`src/rtl/csn_pkg.sv`:
```
package csn_pkg;

    typedef enum logic [1:0] {
        KIND_NONE,
        KIND_NOISE,
        KIND_LINE,
        KIND_BROAD
    } pulse_kind_e;

    // Width classification of one finished active pulse
    function automatic pulse_kind_e classify_width(input logic [31:0] width,
                                                   input logic [31:0] period,
                                                   input logic [31:0] min_width);
        if (width < min_width)
            return KIND_NOISE;
        else if ((width << 2) > period)
            return KIND_BROAD;
        else
            return KIND_LINE;
    endfunction

endpackage

```
`src/rtl/csn_sync2.sv`:
```
module csn_sync2 #(
    parameter int STAGES = 2
) (
    input  logic clk_i,
    input  logic rst_ni,
    input  logic d_i,
    output logic q_o
);
    logic [STAGES-1:0] chain_d, chain_q;

    generate
        if (STAGES == 1) begin : g_single
            always_comb chain_d = d_i;
        end else begin : g_chain
            always_comb chain_d = {chain_q[STAGES-2:0], d_i};
        end
    endgenerate

    always_ff @(posedge clk_i or negedge rst_ni) begin
        if (!rst_ni) chain_q <= '0;
        else         chain_q <= chain_d;
    end

    assign q_o = chain_q[STAGES-1];
endmodule

```
`src/rtl/csn_polarity.sv`:
```
module csn_polarity #(
    parameter int CNT_W     = 12,
    parameter int POL_LINES = 4
) (
    input  logic clk_i,
    input  logic rst_ni,
    input  logic s_i,
    output logic act_o
);
    localparam int VW = $clog2(POL_LINES + 1);

    typedef struct packed {
        logic             s;
        logic [CNT_W-1:0] run;
        logic [CNT_W-1:0] hi_len;
        logic             neg;
        logic [VW-1:0]    votes;
    } pol_st_t;

    pol_st_t q, d;
    logic    rise, want_neg;

    always_comb begin
        d        = q;
        d.s      = s_i;
        rise     = s_i & ~q.s;
        // low run just ended is q.run at a rising edge
        want_neg = (q.hi_len >= q.run);
        if (s_i != q.s) begin
            d.run = CNT_W'(1);
            if (q.s) d.hi_len = q.run;
        end else if (q.run != '1) begin
            d.run = q.run + CNT_W'(1);
        end
        if (rise) begin
            if (want_neg != q.neg) begin
                if (q.votes == VW'(POL_LINES - 1)) begin
                    d.neg   = ~q.neg;
                    d.votes = '0;
                end else begin
                    d.votes = q.votes + VW'(1);
                end
            end else begin
                d.votes = '0;
            end
        end
    end

    always_ff @(posedge clk_i or negedge rst_ni) begin
        if (!rst_ni) q <= '0;
        else         q <= d;
    end

    assign act_o = s_i ^ q.neg;

    // polarity moves only on a rising edge of the synchronised input
    a_r2_flip_on_edge: assert property (@(posedge clk_i) disable iff (!rst_ni)
        !$stable(q.neg) |-> $past(rise));

    // a flip needs the full count of contrary votes before it
    a_r3_flip_after_full_count: assert property (@(posedge clk_i) disable iff (!rst_ni)
        !$stable(q.neg) |-> $past(q.votes) == VW'(POL_LINES - 1));
endmodule

```
`src/rtl/csn_window.sv`:
```
module csn_window #(
    parameter int CNT_W    = 12,
    parameter int LINE_NOM = 100,
    parameter int AVG_SH   = 3
) (
    input  logic             clk_i,
    input  logic             rst_ni,
    input  logic             accept_i,
    output logic             win_open_o,
    output logic [CNT_W-1:0] avg_o
);
    localparam int SW = CNT_W + 1;

    typedef struct packed {
        logic [CNT_W-1:0] since;
        logic [CNT_W-1:0] avg;
    } win_st_t;

    win_st_t q, d;
    logic [CNT_W:0]          since_plus;
    logic [CNT_W-1:0]        thr;
    logic signed [CNT_W+1:0] diff, step;

    always_comb begin
        d          = q;
        since_plus = {1'b0, q.since} + SW'(1);
        thr        = q.avg - (q.avg >> 2);
        win_open_o = (since_plus >= {1'b0, thr});
        diff       = $signed({1'b0, since_plus}) - $signed({2'b00, q.avg});
        step       = diff >>> AVG_SH;
        if (accept_i) begin
            d.since = '0;
            if (q.since != '1)
                d.avg = CNT_W'($signed({2'b00, q.avg}) + step);
        end else if (q.since != '1) begin
            d.since = q.since + CNT_W'(1);
        end
    end

    always_ff @(posedge clk_i or negedge rst_ni) begin
        if (!rst_ni) begin
            q.since <= '1;
            q.avg   <= CNT_W'(LINE_NOM);
        end else begin
            q <= d;
        end
    end

    assign avg_o = q.avg;

    // a spacing equal to the estimate leaves the estimate unchanged
    a_r6_avg_fixed_point: assert property (@(posedge clk_i) disable iff (!rst_ni)
        (accept_i && q.since != '1 && since_plus == {1'b0, q.avg}) |=> $stable(q.avg));
endmodule

```
`src/rtl/csn_classify.sv`:
```
module csn_classify import csn_pkg::*; #(
    parameter int CNT_W   = 12,
    parameter int MIN_W   = 4,
    parameter int HS_W    = 8,
    parameter int V_ENTER = 2,
    parameter int V_EXIT  = 2
) (
    input  logic             clk_i,
    input  logic             rst_ni,
    input  logic             act_i,
    input  logic             win_open_i,
    input  logic [CNT_W-1:0] avg_i,
    output logic             accept_o,
    output logic             hs_o,
    output logic             vs_o
);
    localparam int HW   = $clog2(HS_W + 1);
    localparam int VMAX = (V_ENTER > V_EXIT) ? V_ENTER : V_EXIT;
    localparam int VCW  = $clog2(VMAX + 1);

    typedef struct packed {
        logic [CNT_W-1:0] run;
        logic             took;
        logic [HW-1:0]    hcnt;
        logic [VCW-1:0]   bcnt;
        logic [VCW-1:0]   ncnt;
        logic             vs;
    } cls_st_t;

    cls_st_t     q, d;
    logic        qual, ends;
    pulse_kind_e kind;

    always_comb begin
        d        = q;
        qual     = act_i && (q.run == CNT_W'(MIN_W - 1));
        accept_o = qual && win_open_i;
        ends     = !act_i && (q.run != '0);
        kind     = ends ? classify_width(32'(q.run), 32'(avg_i), 32'(MIN_W)) : KIND_NONE;

        if (act_i) begin
            if (q.run != '1) d.run = q.run + CNT_W'(1);
        end else begin
            d.run = '0;
        end

        if (accept_o)           d.hcnt = HW'(HS_W);
        else if (q.hcnt != '0)  d.hcnt = q.hcnt - HW'(1);

        if (accept_o)  d.took = 1'b1;
        else if (ends) d.took = 1'b0;

        case (kind)
            KIND_BROAD: begin
                d.ncnt = '0;
                if (q.bcnt != VCW'(VMAX)) d.bcnt = q.bcnt + VCW'(1);
                if (q.bcnt >= VCW'(V_ENTER - 1)) d.vs = 1'b1;
            end
            KIND_LINE: begin
                if (q.took) begin
                    d.bcnt = '0;
                    if (q.ncnt != VCW'(VMAX)) d.ncnt = q.ncnt + VCW'(1);
                    if (q.ncnt >= VCW'(V_EXIT - 1)) d.vs = 1'b0;
                end
            end
            default: ;
        endcase
    end

    always_ff @(posedge clk_i or negedge rst_ni) begin
        if (!rst_ni) q <= '0;
        else         q <= d;
    end

    assign hs_o = (q.hcnt != '0);
    assign vs_o = q.vs;

    // a horizontal pulse starts only after an active sample
    a_r1_hs_from_active: assert property (@(posedge clk_i) disable iff (!rst_ni)
        $rose(hs_o) |-> $past(act_i));

    // a horizontal pulse needs a run of at least the minimum width
    a_r4_min_width: assert property (@(posedge clk_i) disable iff (!rst_ni)
        $rose(hs_o) |-> $past(q.run) >= CNT_W'(MIN_W - 1));

    // a horizontal pulse needs the line window to be open
    a_r5_window_open: assert property (@(posedge clk_i) disable iff (!rst_ni)
        $rose(hs_o) |-> $past(win_open_i));

    // vertical flag rises only on a broad pulse end
    a_r7_vs_on_broad: assert property (@(posedge clk_i) disable iff (!rst_ni)
        $rose(vs_o) |-> $past(kind == KIND_BROAD));

    // vertical flag falls only on an accepted normal pulse end
    a_r8_vs_off_line: assert property (@(posedge clk_i) disable iff (!rst_ni)
        $fell(vs_o) |-> $past(kind == KIND_LINE && q.took));
endmodule

```
`src/rtl/csync_normalizer.sv`:
```
module csync_normalizer #(
    parameter int CNT_W       = 12,
    parameter int SYNC_STAGES = 2,
    parameter int MIN_W       = 4,
    parameter int HS_W        = 8,
    parameter int LINE_NOM    = 100,
    parameter int AVG_SH      = 3,
    parameter int POL_LINES   = 4,
    parameter int V_ENTER     = 2,
    parameter int V_EXIT      = 2
) (
    input  logic clk_i,
    input  logic rst_ni,
    input  logic sync_i,
    input  logic ext_inh_i,
    output logic hs_o,
    output logic vs_o,
    output logic inh_o
);
    logic             s_sync, act, accept, win_open;
    logic [CNT_W-1:0] avg;

    csn_sync2 #(.STAGES(SYNC_STAGES)) u_sync (
        .clk_i (clk_i),
        .rst_ni(rst_ni),
        .d_i   (sync_i),
        .q_o   (s_sync)
    );

    csn_polarity #(.CNT_W(CNT_W), .POL_LINES(POL_LINES)) u_pol (
        .clk_i (clk_i),
        .rst_ni(rst_ni),
        .s_i   (s_sync),
        .act_o (act)
    );

    csn_window #(.CNT_W(CNT_W), .LINE_NOM(LINE_NOM), .AVG_SH(AVG_SH)) u_win (
        .clk_i     (clk_i),
        .rst_ni    (rst_ni),
        .accept_i  (accept),
        .win_open_o(win_open),
        .avg_o     (avg)
    );

    csn_classify #(.CNT_W(CNT_W), .MIN_W(MIN_W), .HS_W(HS_W),
                   .V_ENTER(V_ENTER), .V_EXIT(V_EXIT)) u_cls (
        .clk_i     (clk_i),
        .rst_ni    (rst_ni),
        .act_i     (act),
        .win_open_i(win_open),
        .avg_i     (avg),
        .accept_o  (accept),
        .hs_o      (hs_o),
        .vs_o      (vs_o)
    );

    assign inh_o = vs_o | ext_inh_i;
endmodule

```
`config.mk`:
```
export PLATFORM = sky130hd
export DESIGN_NAME = csync_normalizer
export DESIGN_NICKNAME = d
export VERILOG_FILES = /design/src/rtl/csn_pkg.sv /design/src/rtl/csn_sync2.sv /design/src/rtl/csn_polarity.sv /design/src/rtl/csn_window.sv /design/src/rtl/csn_classify.sv /design/src/rtl/csync_normalizer.sv
export SDC_FILE = /design/constraint.sdc
export NUM_CORES = 1
export LEC_CHECK = 0
export BUFFER_PORTS_ARGS = -buffer_cell sky130_fd_sc_hd__buf_2
export CAP_MARGIN = 20
export CORE_MARGIN = 5
export CORE_UTILIZATION = 45
export CTS_CLUSTER_DIAMETER = 30
export DETAILED_ROUTE_END_ITERATION = 16
export PLACE_DENSITY_LB_ADDON = 0.3
export SLEW_MARGIN = 10
export SYNTH_ARGS = -nofsm -noshare
export SYNTH_HDL_FRONTEND = slang
export SYNTH_SLANG_ARGS = --single-unit
```
`constraint.sdc`:
```
create_clock -name clk_i -period 7.26 [get_ports clk_i]
set_input_delay 1.452 -clock clk_i [delete_from_list [all_inputs] [get_ports clk_i]]
set_output_delay 1.452 -clock clk_i [all_outputs]
set_load 0.02 [all_outputs]
```
==> flow_summary.yaml <==
outcome:
  status: "completed"
setup_path:
  crit_type: "flip-flop to flip-flop"
  rrSetupSlack_ns: 2.67
  cp_max_fo: 20
  crit_chain: "ha_1 > fa_1 > nor2b_1 > o21ai_0 > a21boi_0 > o21ai_0 > a21oi_1 > o21ai_1 > or4b_1 > o311ai_0 > ha_1 > a211o_1 > a21o_1 > o21ai_0 > a21oi_1 > nand3_1 > a2111oi_0 > a21oi_1"
  arrival_ns: 4.78
  slowest_stage: "nand3_1"
  cp-start-kind: "flip-flop"
  critical-path-max-stage-delay_ns: 0.60
  end_kind: "flip-flop"
  cp.required_ns: 7.44
sta:
  fin_skew_ns: 0.00998
  maxSlewHeadroom: 0.379
  tightest_slew_ns: 0.927
  setup_viol: 0
  finalSetupTns_ns: 0
  period_minus_slack_ns: 4.59
  rsz0062_at_grt: "no"
  drv_slew: 0
  max_freq_mhz: 218
  hold_viol_final: 0
  fin_crit_sh: 0.633
clocking:
  clk_latency_ns: 0.34
  cts_tree: "done"
  cts_num_sinks: 77
  cts_buffers: 9
  cts_resized: 0
  clockRootBuffer: "clkbuf_16"
  clk_pin_slew_ns: 0.06
  post_cts_buffers: 0
  htree_levels: 3
  ctsHoldBuffers: 0
  cts_buffer_depth: 2
global_route:
  met1_usage: 0.208
  grt_pass1_wl_um: 20300
  grt.total_usage: 0.167
  grt_pass1_vias: 4453
  grtUsageMet3: 0.0258
  grt_max_degree: 78
  grt-ovfl-total: 0
  antenna_found_initial: 0
  grt_busiest_layer: "met2"
  gr-usage-met2: 0.286
synth:
  seq_area_frac_synth: 0.340
  syn-num-nets: 706
  synth.top_cell.area_share: 0.271
  avgSynthCellArea_um2: 9.24
  async_reset_ff_frac: 1.00
  synth_area_leaders: "dfrtp_1 (27%), ha_1 (18%), dfstp_2 (6.9%)"
  ys_types: 60
  synth_cells: 619
  yosys_warnings: 0
  synth.cell_area_um2: 5720
  synth_top_area_cell: "dfrtp_1"
  synth_flop_cell: "dfrtp_1"
  synth-edff-count: 0
  synth-seq-cells: 77
layout:
  drive_gt1_frac: 0.0962
  area_delta_synth_final_pct: 9.84
  nFillCells: 1165
  antenna_cells: 0
  final_nets: 716
placement:
  gp_congestion: 0.833
  io_buffers: 6
  place_hpwl_um: 8570
die:
  ios: 7
  start_util: 0.455
  core_area_um2: 12600
  num_rows: 41
  dieWidth_um: 123
  die_area_um2: 15100
  die_y_um: 123
route:
  routed_via_density: 5.34
  wl_per_cell_um: 14.2
  drc: 0
  drt_wl_total_um: 11500
  drt-pass1-iter-count: 4
  ant_nets: 0
  vias: 4301
  drtIter0Drc: 182
run:
  maxCapViolCount: 0
min_path:
  hold_class: "flip-flop to flip-flop"
## per-layer routing
layer  vias to the layer above  wire length (µm)
met5                         -                 0
met4                         0               172
met3                        15               243
met2                        43              5630
met1                      2039              5410
li1                       2204                 -
## through the flow
| stage | hold WS [ns] | cells | setup WS (ns) | util | area [µm²] |
|---|---|---|---|---|---|
| after floorplan | 0.331 | 619 | 3.39 | - | 5720 |
| after detailed placement | 0.366 | 789 | 2.78 | 0.473 | 5940 |
| after global placement | 0.367 | 789 | 2.92 | 0.473 | 5940 |
| final | 0.389 | 806 | 2.67 | 0.500 | 6280 |
| after global routing | 0.390 | 806 | 2.23 | 0.500 | 6280 |
| after CTS | 0.381 | 805 | 2.71 | 0.498 | 6260 |
## cell usage after synthesis (2+ instances only)
library cell / count
nand2_1: 40
fa_1: 2
o21ai_0: 27
xor2_1: 21
mux2i_1: 2
and3_1: 4
nor4_1: 5
clkbuf_1: 6
inv_1: 59
dfrtp_1: 62
a21oi_1: 38
xnor2_1: 32
nor3b_1: 2
nor3_1: 14
a21boi_2: 2
nand3_1: 18
a21boi_0: 3
mux2_2: 15
or3_1: 3
a31oi_1: 3
or4b_1: 2
a211o_1: 4
buf_2: 2
nand4_1: 12
nand2b_1: 10
nor2b_1: 8
a2111oi_0: 2
a21o_1: 19
a211oi_1: 8
ha_1: 81
o2bb2ai_1: 2
nor2_1: 55
o31ai_1: 5
and4_1: 5
o21a_1: 7
dfstp_2: 15
## cells in the final DEF, fill, tap and decap left out, types with 4 or more instances in the layout
| cell type | count |
|---|---|
| nor2b_1 | 8 |
| mux2_2 | 15 |
| a211oi_1 | 8 |
| a21o_1 | 19 |
| ha_1 | 81 |
| nand3_1 | 18 |
| dfrtp_1 | 62 |
| a21oi_1 | 38 |
| xor2_1 | 21 |
| nand2_1 | 40 |
| xnor2_1 | 32 |
| nor2_1 | 55 |
| nor3_1 | 14 |
| nor4_1 | 5 |
| a211o_1 | 4 |
| dfstp_2 | 15 |
| buf_2 | 5 |
| o21ai_0 | 27 |
| and3_1 | 4 |
| nand4_1 | 12 |
| clkbuf_16 | 9 |
| nand2b_1 | 10 |
| o31ai_1 | 5 |
| o21a_1 | 7 |
| and4_1 | 5 |
| inv_1 | 59 |
## state kept, by name, summed over array words and instances, names as in the netlist
| register | count |
|---|---|
| u_win.q | 12 |
| u_pol.q | 29 |
| u_win.avg_o | 12 |
| u_cls.vs_o | 1 |
| u_cls.q | 21 |
| u_sync.chain_q | 2 |
## cells by family after synthesis
group,after synthesis,synth area share
AOI/OAI and AO/OA,133,0.153
xor gates and xnor gates,53,0.0811
adders and majority gates,83,0.184
buffers and inverters,69,0.0457
DFF,77,0.340
muxes,17,0.0330
and+or+nand+nor,187,0.163
## worst paths after layout
path | cells after the start | to | from
hold reg to reg | 0 | u_sync.chain_q[1] | u_sync.chain_q[0]
hold / removal | 0 | u_sync.chain_q[1] | u_sync.chain_q[0]
min in group asynchronous | 1 | u_cls.q[8] | rst_ni
setup reg to reg | 18 | u_win.avg_o[10] | u_win.avg_o[2]
setup / recovery | 18 | u_win.avg_o[10] | u_win.avg_o[2]
max in group asynchronous | 2 | u_win.avg_o[2] | rst_ni
## cell type report
cell class                 count  area, µm²  share of cell area
multi-input combinational    473       3510               0.559
inverter                      60        225              0.0358
clock inverter                 5       81.3              0.0129
tap                          172        215              0.0342
sequential                    77       1950               0.310
timing repair buffer           8       60.1             0.00956
clock buffer                  11        243              0.0386
## critical path, delay by kind of cell (launching register included)
family                   cells  cell delay [ns]
AO/OA/AOI/OAI               12             2.12
adder cells (fa/ha/maj)      3             0.62
flip-flops                   1             0.57
AND/OR/NAND/NOR              3             1.09
Power is left out: the tool's default activity adds up to more than one toggle a clock period on the data nets, which glitch-free logic cannot reach.
